`src/rtl/vpx_legality.sv`:
```
module vpx_legality #(
  parameter int VL_W     = 7,
  parameter int VS_W     = 16,
  parameter int CR_W     = 7,
  parameter int NUM_CR   = 8,
  parameter int SPR_W    = 10,
  parameter int CTX_BASE = 704,
  parameter int CTX_SPAN = 16,
  parameter int CTX_IMPL = 2,
  parameter int OFF_W    = 12,
  parameter logic [OFF_W-1:0] TRAP_OFF = 12'h700
) (
  input  logic             clk,
  input  logic             rst_n,
  input  logic             flush,
  input  logic             insn_valid,
  input  logic             is_prefixed,
  input  logic [2:0]       op_class,
  input  logic [23:0]      mode_fld,
  input  logic [VL_W-1:0]  vec_len,
  input  logic [VS_W-1:0]  vstate,
  input  logic [4:0]       pred_reg,
  input  logic             rc_bit,
  input  logic [CR_W-1:0]  cr_idx,
  input  logic             spr_req,
  input  logic [SPR_W-1:0] spr_num,
  output logic             exec_scalar,
  output logic             trap_req,
  output logic [OFF_W-1:0] trap_vec
);

  localparam logic [SPR_W:0] CTX_LO   = (SPR_W+1)'(CTX_BASE);
  localparam logic [SPR_W:0] CTX_HI   = (SPR_W+1)'(CTX_BASE + CTX_SPAN);
  localparam logic [SPR_W:0] CTX_OK   = (SPR_W+1)'(CTX_BASE + CTX_IMPL);
  localparam logic [CR_W-1:0] CR_LIM  = CR_W'(NUM_CR);
  localparam logic [VL_W-1:0] VL_ONE  = VL_W'(1);

  logic [SPR_W:0] spr_x;
  logic [1:0]     pred_kind;
  logic           pred_reg_ok, bad_pred, bad_ew, bad_mode;
  logic           bad_len, bad_state, bad_cr, bad_op, bad_spr;
  logic           pfx_bad, trap_now;

  assign spr_x       = {1'b0, spr_num};
  assign pred_kind   = mode_fld[23:22];
  assign pred_reg_ok = (pred_reg == 5'd3) || (pred_reg == 5'd10) || (pred_reg == 5'd30);

  assign bad_pred  = (pred_kind == 2'b11) || ((pred_kind != 2'b00) && !pred_reg_ok);
  assign bad_ew    = |mode_fld[21:20];
  assign bad_mode  = |mode_fld[19:0];
  assign bad_len   = vec_len > VL_ONE;
  assign bad_state = |vstate;
  assign bad_cr    = rc_bit && (cr_idx >= CR_LIM);

  assign pfx_bad = is_prefixed &&
                   (bad_pred || bad_ew || bad_mode || bad_len || bad_state || bad_cr);

  assign bad_op  = op_class >= 3'd2;
  assign bad_spr = spr_req && (spr_x >= CTX_OK) && (spr_x < CTX_HI) && (spr_x >= CTX_LO);

  assign trap_now = pfx_bad || bad_op || bad_spr;

  always_ff @(posedge clk or negedge rst_n) begin
    if (!rst_n) begin
      exec_scalar <= 1'b0;
      trap_req    <= 1'b0;
      trap_vec    <= '0;
    end else if (flush || !insn_valid) begin
      exec_scalar <= 1'b0;
      trap_req    <= 1'b0;
      trap_vec    <= '0;
    end else begin
      exec_scalar <= !trap_now;
      trap_req    <= trap_now;
      trap_vec    <= trap_now ? TRAP_OFF : '0;
    end
  end

endmodule

```
`config.mk`:
```
export PLATFORM = sky130hd
export DESIGN_NAME = vpx_legality
export DESIGN_NICKNAME = d
export VERILOG_FILES = /design/src/rtl/vpx_legality.sv
export SDC_FILE = /design/constraint.sdc
export NUM_CORES = 1
export LEC_CHECK = 0
export BUFFER_PORTS_ARGS = -buffer_cell sky130_fd_sc_hd__clkbuf_2
export CORE_MARGIN = 5
export CORE_UTILIZATION = 23
export CTS_BUF_LIST = sky130_fd_sc_hd__clkbuf_2
export DETAILED_ROUTE_END_ITERATION = 10
export PLACE_DENSITY = 0.92
export SLEW_MARGIN = 10
export SYNTH_ARGS = -nofsm -noshare
export SYNTH_HDL_FRONTEND = slang
export SYNTH_SLANG_ARGS = --single-unit
```
`constraint.sdc`:
```
create_clock -name clk -period 0.8 [get_ports clk]
set_input_delay 0.16 -clock clk [delete_from_list [all_inputs] [get_ports clk]]
set_output_delay 0.16 -clock clk [all_outputs]
set_load 0.02 [all_outputs]
```
==> impl_metrics.json, run 1 <==
{
  "status": "finished, violations left",
  "violations": "setup timing",
  "period_share": 1.408,
  "io_buffer_count": 77,
  "synth_edf_count": 0,
  "syn_area_um2": 406.6,
  "wl_mm": 1.991,
  "coreArea_um2": 1708,
  "ant_nets": 0,
  "grt_usage": 0.1249,
  "placed_area_um2": 790.8,
  "clock_sink_count": 2,
  "fin_tns_setup_ps": -1270,
  "dieArea_um2": 2709,
  "yosysSeqAreaShare": 0.1231,
  "yosysMostFrequentCell": "buf_4",
  "dr.pass1.iters": 4,
  "drive_above_1_share": 0.7176,
  "max_freq_mhz": 887.7,
  "wl_per_cell_um": 12.76,
  "synth_top_area_share": 0.2215,
  "intPower_uw": 392.1,
  "nFillCells": 177,
  "switching_power_uw": 230.5,
  "grt_pass1_wl_mm": 2.532,
  "vias_per_cell": 4.506,
  "power_density_nw_per_um2": 699.8,
  "die_height_um": 52.05,
  "p_seq_frac": 0.176,
  "rsz0062_at_grt": "yes",
  "stdcell_count": 156,
  "setup_viol": 7,
  "pin_count": 93,
  "avgSynthCellArea_um2": 7.973,
  "grt_max_degree": 5,
  "layout_setup_ws_ps": -326.5,
  "power_uw": 622.6,
  "grt-ovfl-total": 0,
  "drc": 0,
  "cts_buffers": 3,
  "min_from": "flush",
  "route.vias.total": 703,
  "switching_share": 0.3702,
  "ys_ff_latch": 2,
  "power.share.combinational": 0.551,
  "critPathRequiredTime_ps": 930,
  "final_area_um2": 889.6,
  "yosysTopAreaCell": "buf_4",
  "crit_family": "simple AND/OR/NAND/NOR gates",
  "clock_power_share": 0.272,
  "cap_viol_max_count": 0,
  "cts_setup_buffers": 0,
  "critPathKind": "input port to register",
  "min_delay_path_depth": 4,
  "crit_chain": "clkbuf_2, or4b_4, o31ai_4, o21ai_0, a21oi_1",
  "slowest_stage": "or4b_4",
  "antenna_found_initial": 0,
  "synthArstFlopShare": 1.000,
  "clockBufferDepth": 2,
  "globalplace.congestion": 0.7248,
  "die_w_um": 52.05,
  "crit_arrival_ps": 1260,
  "netlist_instances": 51,
  "synthTopCellsByArea": "buf_4, nor4_1, dfrtp_1",
  "slowest_delay_ps": 550,
  "grt_pass1_vias": 691,
  "clkTransAtPathRegs_ps": 40,
  "path_max_fanout": 2,
  "cts-root-buf": "clkbuf_2",
  "hold_viol": 0,
  "cts_tree": "done",
  "yosys_warnings": 0,
  "post-route-min-period_ps": 1126,
  "drt_iter0_drc": 4,
  "crit_path_start_kind": "input port",
  "initial_core_util": 0.2381,
  "path_buf_inv": 1,
  "synth.cells.most_frequent": "buf_4, nor4_1, nand4_1, nor2_1",
  "ys.flop_type": "dfrtp_1",
  "end_kind": "register",
  "final_nets": 212,
  "hold_path_end": "trap_vec[9]$_DFF_PN0_",
  "worstHoldPathType": "input port to register",
  "cts_max_level": 1,
  "num_rows": 15,
  "worst-path-stages": 5,
  "p_leak_nw": 0.4694,
  "yosysUniqueCellTypes": 23,
  "drv_slew": 0,
  "place_ws_ps": -544.9,
  "peakVddDrop_mv": 0.2913,
  "area_growth_pct": 118.8,
  "place_inst": 152,
  "num_antenna_cells": 0
}
## final cells by class
class | count | area, µm² | share of cell area
timing repair buffer | 81 | 445.4 | 0.5007
tap | 25 | 31.28 | 0.03516
sequential | 2 | 50.05 | 0.05626
clock buffer | 3 | 15.01 | 0.01688
multi-input combinational | 45 | 347.8 | 0.3910
## cells in the final DEF, fill, tap and decap left out
cell,synthesis,final
or4b_4,1,1
a21oi_1,1,1
nor3b_1,2,2
o21ai_0,1,1
and2_1,1,1
a221oi_1,1,1
nand4_1,3,3
nor2_1,3,3
dfrtp_1,2,2
dlygate4sd3_1,0,1
a2111oi_4,1,1
buf_6,0,4
conb_1,1,9
o2bb2ai_1,1,1
o31ai_4,0,1
or4_4,1,1
nor4_2,0,6
nor3_2,0,1
buf_4,12,4
nor3_1,2,1
nand3_1,1,1
clkbuf_2,0,75
nor4_1,11,5
nor2b_1,1,1
xor2_1,1,1
and4b_1,1,1
nand2_1,1,1
nand2b_1,1,1
## repair_timing
item                       in CTS  in global routing
resized for setup               1                 20
pin swaps                       0                  2
setup endpoints to repair       7                  7
hold buffers                    1                  0
hold endpoints to repair        2                  0
## metrics by stage
stage,util,hold slack [ps]
global placement,0.4630,-55.06
global route,0.5209,244.9
detailed placement,0.4630,-54.04
CTS,0.4828,226.6
floorplan,-,-135.6
finish,0.5209,225.0
## tightest hold or removal path: stages
cell and delay, ps:
clkbuf_2 80, nor2b_1 40, o21ai_0 70, a21oi_1 40
## state kept, by name (all words and copies together) (netlist names)
signal / cells
exec_scalar: 1
trap_vec: 1
## metal layers
metal | vias to the layer above | share of wire | GRT usage
met5 | - | 0 | 0
li1 | 342 | - | -
met3 | 4 | 0.097 | 0.03438
met1 | 311 | 0.31 | 0.1164
met4 | 0 | 0.012 | 0.05240
met2 | 46 | 0.58 | 0.2469
## logic make-up after synthesis
family,count (synthesis),share of synthesized area
buffers and inverters,12,0.2215
other,1,0.009222
flip-flops,2,0.1231
XOR/XNOR,1,0.02154
AND/OR/NAND/NOR,29,0.4585
AO/OA/AOI/OAI,6,0.1661
## power by group through the flow
| stage | clock network, mW | registers [mW] | logic [mW] |
|---|---|---|---|
| final | 0.169 | 0.110 | 0.343 |
| after global routing | 0.171 | 0.111 | 0.371 |
| after CTS | 0.168 | 0.108 | 0.313 |
| after detailed placement | 0 | 0.109 | 0.303 |
| after global placement | 0 | 0.109 | 0.293 |
| after floorplan | 0 | 0.114 | 0.139 |
## worst max path at each step
| stage | startpoint | endpoint |
|---|---|---|
| floorplan | cr_idx[3] | trap_vec[9]$_DFF_PN0_ |
| global placement | cr_idx[3] | trap_vec[9]$_DFF_PN0_ |
| detailed placement | spr_num[8] | trap_vec[9]$_DFF_PN0_ |
| CTS | cr_idx[3] | trap_vec[9]$_DFF_PN0_ |
| global route | vstate[3] | trap_vec[9]$_DFF_PN0_ |
| finish | spr_num[8] | trap_vec[9]$_DFF_PN0_ |
Power figures use the tool's default switching activity.
==> run 2: changes to the inputs <==
- ABC_AREA: unset -> 1
- CORE_UTILIZATION: 23 -> 25
- CTS_CLUSTER_DIAMETER: unset -> 100
==> run 2 against run 1 <==
Net effect:
- the flow still finishes with violations (setup timing)
- cell count is 22% higher
- count of clock-buffer cells in the layout is 1 higher
- largest power group unchanged
- sequential power hardly changed
- highest routed layer unchanged
- utilization is 2.5 points lower
- worst hold slack worse by 45 ps
- worst setup slack better by 190 ps
- fmax is 21% higher
- critical endpoint is now trap_vec[9]
- largest cell class unchanged
- synthesized cell count is 71% higher
- non-clock buffer count is 3 lower
==> impl_metrics.json, run 2 <==
{
  "end_kind": "output port",
  "pin_count": 93,
  "vias_per_cell": 3.826,
  "place_inst": 185,
  "wl_mm": 1.699,
  "ys_ff_latch": 2,
  "stdcell_count": 190,
  "gr-usage-met1": 0.09548,
  "min_delay_path_depth": 3,
  "violations": "setup timing",
  "status": "finished, violations left",
  "yosysTopAreaCell": "nor2_1",
  "num_rows": 15,
  "syn_area_um2": 462.9,
  "peakVddDrop_mv": 0.3983,
  "post-route-min-period_ps": 933.6,
  "hold_viol": 0,
  "slowest_delay_ps": 400,
  "final_area_um2": 865.8,
  "synthTopCellsByArea": "nor2_1, buf_4, nand2_1",
  "critPathKind": "register to output port",
  "io_buffer_count": 77,
  "hold_path_end": "trap_vec[9]$_DFF_PN0_",
  "path_max_fanout": 4,
  "clock_sink_count": 2,
  "placed_area_um2": 820.8,
  "path_buf_inv": 1,
  "drt_iter0_drc": 1,
  "cts_max_level": 1,
  "netlist_instances": 87,
  "ys.flop_type": "dfrtp_1",
  "yosysSeqAreaShare": 0.1081,
  "power_density_nw_per_um2": 741.8,
  "crit_chain": "buf_2",
  "ant_nets": 0,
  "grt-busiest-layer": "met2",
  "nFillCells": 202,
  "grt_pass1_vias": 637,
  "cts_buffers": 3,
  "antenna_found_initial": 0,
  "grt_max_degree": 5,
  "cts_tree": "done",
  "top_regs": "exec_scalar: 1 flops, trap_vec: 1 flops",
  "num_antenna_cells": 0,
  "clkTransAtPathRegs_ps": 40,
  "p_leak_nw": 0.5330,
  "synth_edf_count": 0,
  "worstHoldPathType": "input port to register",
  "dr.pass1.iters": 3,
  "grt_usage": 0.1086,
  "die_w_um": 53.03,
  "cts_setup_buffers": 0,
  "rsz0062_at_grt": "yes",
  "route.vias.total": 727,
  "drc": 0,
  "synthArstFlopShare": 1.000,
  "synth_top_area_share": 0.2514,
  "hpwl_mm": 1.575,
  "yosysUniqueCellTypes": 17,
  "yosys_warnings": 0,
  "setup_viol": 6,
  "grt_use_met3": 0.03944,
  "coreArea_um2": 1745,
  "period_share": 1.167,
  "crit_family": "flip-flops",
  "die_height_um": 53.03,
  "grt-ovfl-total": 0,
  "crit_path_start_kind": "register",
  "layout_setup_ws_ps": -133.6,
  "drive_above_1_share": 0.5515,
  "max_freq_mhz": 1071,
  "initial_core_util": 0.2652,
  "synth.cells.most_frequent": "nor2_1, nand2_1, buf_4, inv_1, nor2_2",
  "globalplace.congestion": 0.7000,
  "dieArea_um2": 2812,
  "grt_pass1_wl_mm": 2.221,
  "wl_per_cell_um": 8.942,
  "slowest_stage": "dfrtp_2",
  "final_cell_mix": "clkbuf_2, nor2_1, nand2_1",
  "final_nets": 245,
  "area_growth_pct": 87.03,
  "critPathRequiredTime_ps": 640,
  "cap_viol_max_count": 0,
  "cts-root-buf": "clkbuf_2",
  "power_uw": 642.2,
  "min_from": "is_prefixed",
  "yosysMostFrequentCell": "nor2_1",
  "crit_arrival_ps": 770,
  "clockBufferDepth": 2,
  "use_met2": 0.2128,
  "fin_util": 0.4961,
  "avgSynthCellArea_um2": 5.321,
  "drv_slew": 0,
  "final_common_cell": "clkbuf_2"
}
[run 2: cell count changes in the layout (fill, tap and decap cells not counted), sizes merged, moves of 3 or more]
cell   delta
nor2     +32
or2       +3
buf       -3
inv       +4
nand2    +21
nor4     -11
[run 2: power by group]
| part | internal, mW | total [mW] | switching [mW] |
|---|---|---|---|
| combinational | 0.174 | 0.325 | 0.151 |
| clock | 0.132 | 0.209 | 0.0778 |
| sequential | 0.106 | 0.108 | 0.00236 |
| total | 0.411 | 0.642 | 0.231 |
[run 2: cell type report]
type,instances,area (µm²),share of cell area
Timing Repair Buffer,78,401.6,0.4639
Multi-Input combinational cell,77,346.6,0.4003
Sequential cell,2,51.30,0.05925
Tap cell,25,31.28,0.03613
Clock buffer,4,20.02,0.02312
Inverter,4,15.01,0.01734
[run 2: per-stage QoR]
step,setup slack [ps],hold WS [ps],TNS (ps)
global route,-189.5,165.8,-1068
detailed placement,-241.6,-52.88,-460.8
global placement,-211.5,-53.38,-419.3
finish,-133.6,180.1,-628.0
CTS,-158.5,177.9,-726.7
floorplan,-84.09,-135.6,-161.4
[run 2: cells by family (layout without fill, tap and decap cells)]
group | after synthesis | count (layout) | synth area share
simple gates | 63 | 63 | 0.5703
buf+inv | 16 | 86 | 0.2270
compound gates | 4 | 4 | 0.06757
flops | 2 | 2 | 0.1081
other cells | 1 | 9 | 0.008100
xor+xnor | 1 | 1 | 0.01892
[run 2: layer usage]
metal | wire length (µm) | vias up
met1 | 544 | 285
met4 | 17 | 0
met2 | 938 | 39
li1 | - | 400
met3 | 199 | 3
met5 | 0 | -
[run 2: timing repair]
| item | in CTS | in global routing |
|---|---|---|
| hold endpoints to repair | 2 | 0 |
| resized for setup | 0 | 10 |
| endpoints found under the setup margin | 6 | 7 |
| hold buffers | 1 | 0 |
| pin swaps | 2 | 5 |
| cloned | 0 | 0 |
[run 2: worst max path at each step]
stage                                     start                    end  depth (start not counted)
after floorplan                    mode_fld[21]  exec_scalar$_DFF_PN0_                          8
final                     trap_vec[9]$_DFF_PN0_            trap_vec[9]                          1
after global placement             mode_fld[21]  exec_scalar$_DFF_PN0_                          9
after CTS                 trap_vec[9]$_DFF_PN0_            trap_vec[9]                          1
after detailed placement             vstate[15]  exec_scalar$_DFF_PN0_                         10
after global routing      trap_vec[9]$_DFF_PN0_            trap_vec[9]                          1
==> run 3: changes to the inputs <==
- CORE_MARGIN: 5 -> unset
==> run 3 against run 2 <==
Net effect:
- global-route usage is 2.3 points higher
- routed wire length is 21% lower
- combinational power is 2% higher
- count of clock-buffer cells in the layout stayed put
- largest power group unchanged
- via count is 3.2% higher
- critical path depth stayed put
- clock power hardly changed
- fmax is 0.77% lower
- worst setup slack worse by 7.2 ps
- the flow still finishes with violations (setup timing)
- critical endpoint is now trap_req
- die area is 28% lower
- cell area is 3.6% higher
==> impl_metrics.json, run 3 (synthesis gave the netlist of run 2 again) <==
{
  "regArea_um2": 51.30,
  "multi_input_area_um2": 366.6,
  "worstHoldPathType": "input port to register",
  "rsz0062_at_grt": "yes",
  "die_w_um": 45.03,
  "coreArea_um2": 1727,
  "clkTransAtPathRegs_ps": 50,
  "clock_sink_count": 2,
  "path_buf_inv": 1,
  "cts-root-buf": "clkbuf_2",
  "gr-usage-met1": 0.1065,
  "pin_count": 93,
  "critPathRequiredTime_ps": 640,
  "hold_viol": 0,
  "slowest_stage": "dfrtp_2",
  "use_met2": 0.2783,
  "wl_mm": 1.345,
  "crit_arrival_ps": 780,
  "crit_chain": "buf_2",
  "grt-busiest-layer": "met2",
  "final_nets": 245,
  "cts_max_level": 1,
  "hpwl_mm": 1.220,
  "final_common_cell": "clkbuf_2",
  "final_cell_mix": "clkbuf_2, nor2_1, nand2_1",
  "globalplace.congestion": 0.6897,
  "status": "finished, violations left",
  "end_kind": "output port",
  "post-route-min-period_ps": 940.8,
  "cts_setup_buffers": 0,
  "startpoint": "trap_vec[9]$_DFF_PN0_",
  "nFillCells": 193,
  "drv_slew": 0,
  "dieArea_um2": 2028,
  "wl_per_cell_um": 7.079,
  "io_buffer_count": 77,
  "placed_area_um2": 820.8,
  "grt-ovfl-total": 0,
  "max_freq_mhz": 1063,
  "worst-path-stages": 1,
  "violations": "setup timing",
  "drc": 0,
  "min_from": "is_prefixed",
  "peakVddDrop_mv": 0.2660,
  "fin_tns_setup_ps": -700.2,
  "ant_nets": 0,
  "route.vias.total": 750,
  "grt_use_met3": 0.04000,
  "cts_tree": "done",
  "power_uw": 651.6,
  "grt_pass1_vias": 584,
  "place_inst": 185,
  "initial_core_util": 0.2681,
  "period_share": 1.176,
  "num_antenna_cells": 0,
  "dr.pass1.iters": 2,
  "antenna_found_initial": 0,
  "grt_usage": 0.1316,
  "vias_per_cell": 3.947,
  "place_ws_ps": -235.6,
  "stdcell_count": 190,
  "slowest_delay_ps": 410,
  "crit_path_start_kind": "register",
  "cts_buffers": 3,
  "area_growth_pct": 93.78,
  "grt_max_degree": 5,
  "power_density_nw_per_um2": 726.4,
  "final_area_um2": 897.1,
  "grt_pass1_wl_mm": 1.980,
  "critPathKind": "register to output port",
  "drive_above_1_share": 0.5939,
  "clockBufferDepth": 2,
  "crit_family": "flip-flops",
  "p_leak_nw": 0.5362,
  "die_height_um": 45.03,
  "path_max_fanout": 4,
  "num_rows": 15,
  "drt_iter0_drc": 3,
  "setup_viol": 7,
  "crit_path_end": "trap_req",
  "cap_viol_max_count": 0,
  "top_regs": "exec_scalar: 1 flops, trap_vec: 1 flops",
  "layout_setup_ws_ps": -140.8
}
run 3: metrics by stage:
stage / hold slack (ps) / utilization
floorplan: -135.6 / -
global placement: -53.96 / 0.4754
detailed placement: -53.45 / 0.4754
CTS: 186.7 / 0.4928
global route: 184.6 / 0.5196
finish: 186.1 / 0.5196
run 3: how the worst min path moves through the flow:
| stage | endpoint | slack (ps) | cells after the start |
|---|---|---|---|
| 5_1_grt | trap_vec[9]$_DFF_PN0_ | 180 | 3 |
| 2_1_floorplan | exec_scalar$_DFF_PN0_ | -140 | 0 |
| 6_report | trap_vec[9]$_DFF_PN0_ | 190 | 3 |
| 3_5_place_dp | exec_scalar$_DFF_PN0_ | -50 | 1 |
| 4_1_cts | trap_vec[9]$_DFF_PN0_ | 190 | 3 |
| 3_3_place_gp | exec_scalar$_DFF_PN0_ | -50 | 1 |
run 3: area by class of cell:
class | count | area share
well taps | 25 | 0.03487
inverters | 4 | 0.01674
clock buffers | 4 | 0.02232
repair buffers | 78 | 0.4603
multi-input cells | 77 | 0.4086
flip-flops and latches | 2 | 0.05718
run 3: layer usage:
metal,vias to the layer above,wire [µm]
met3,2,165
met5,-,0
met1,302,424
li1,400,-
met2,46,740
met4,0,14
run 3: timing repair:
item	in CTS	in global routing
endpoints found under the setup margin	6	7
hold buffers	1	0
hold endpoints to repair	2	0
gates resized for setup	0	20
pin swaps	2	14
run 3: where the power goes:
group          total (mW)  internal, mW  switching (mW)
Sequential          0.108         0.106         0.00255
Combinational       0.333         0.181           0.152
Clock               0.210         0.131          0.0788
Total               0.652         0.419           0.233
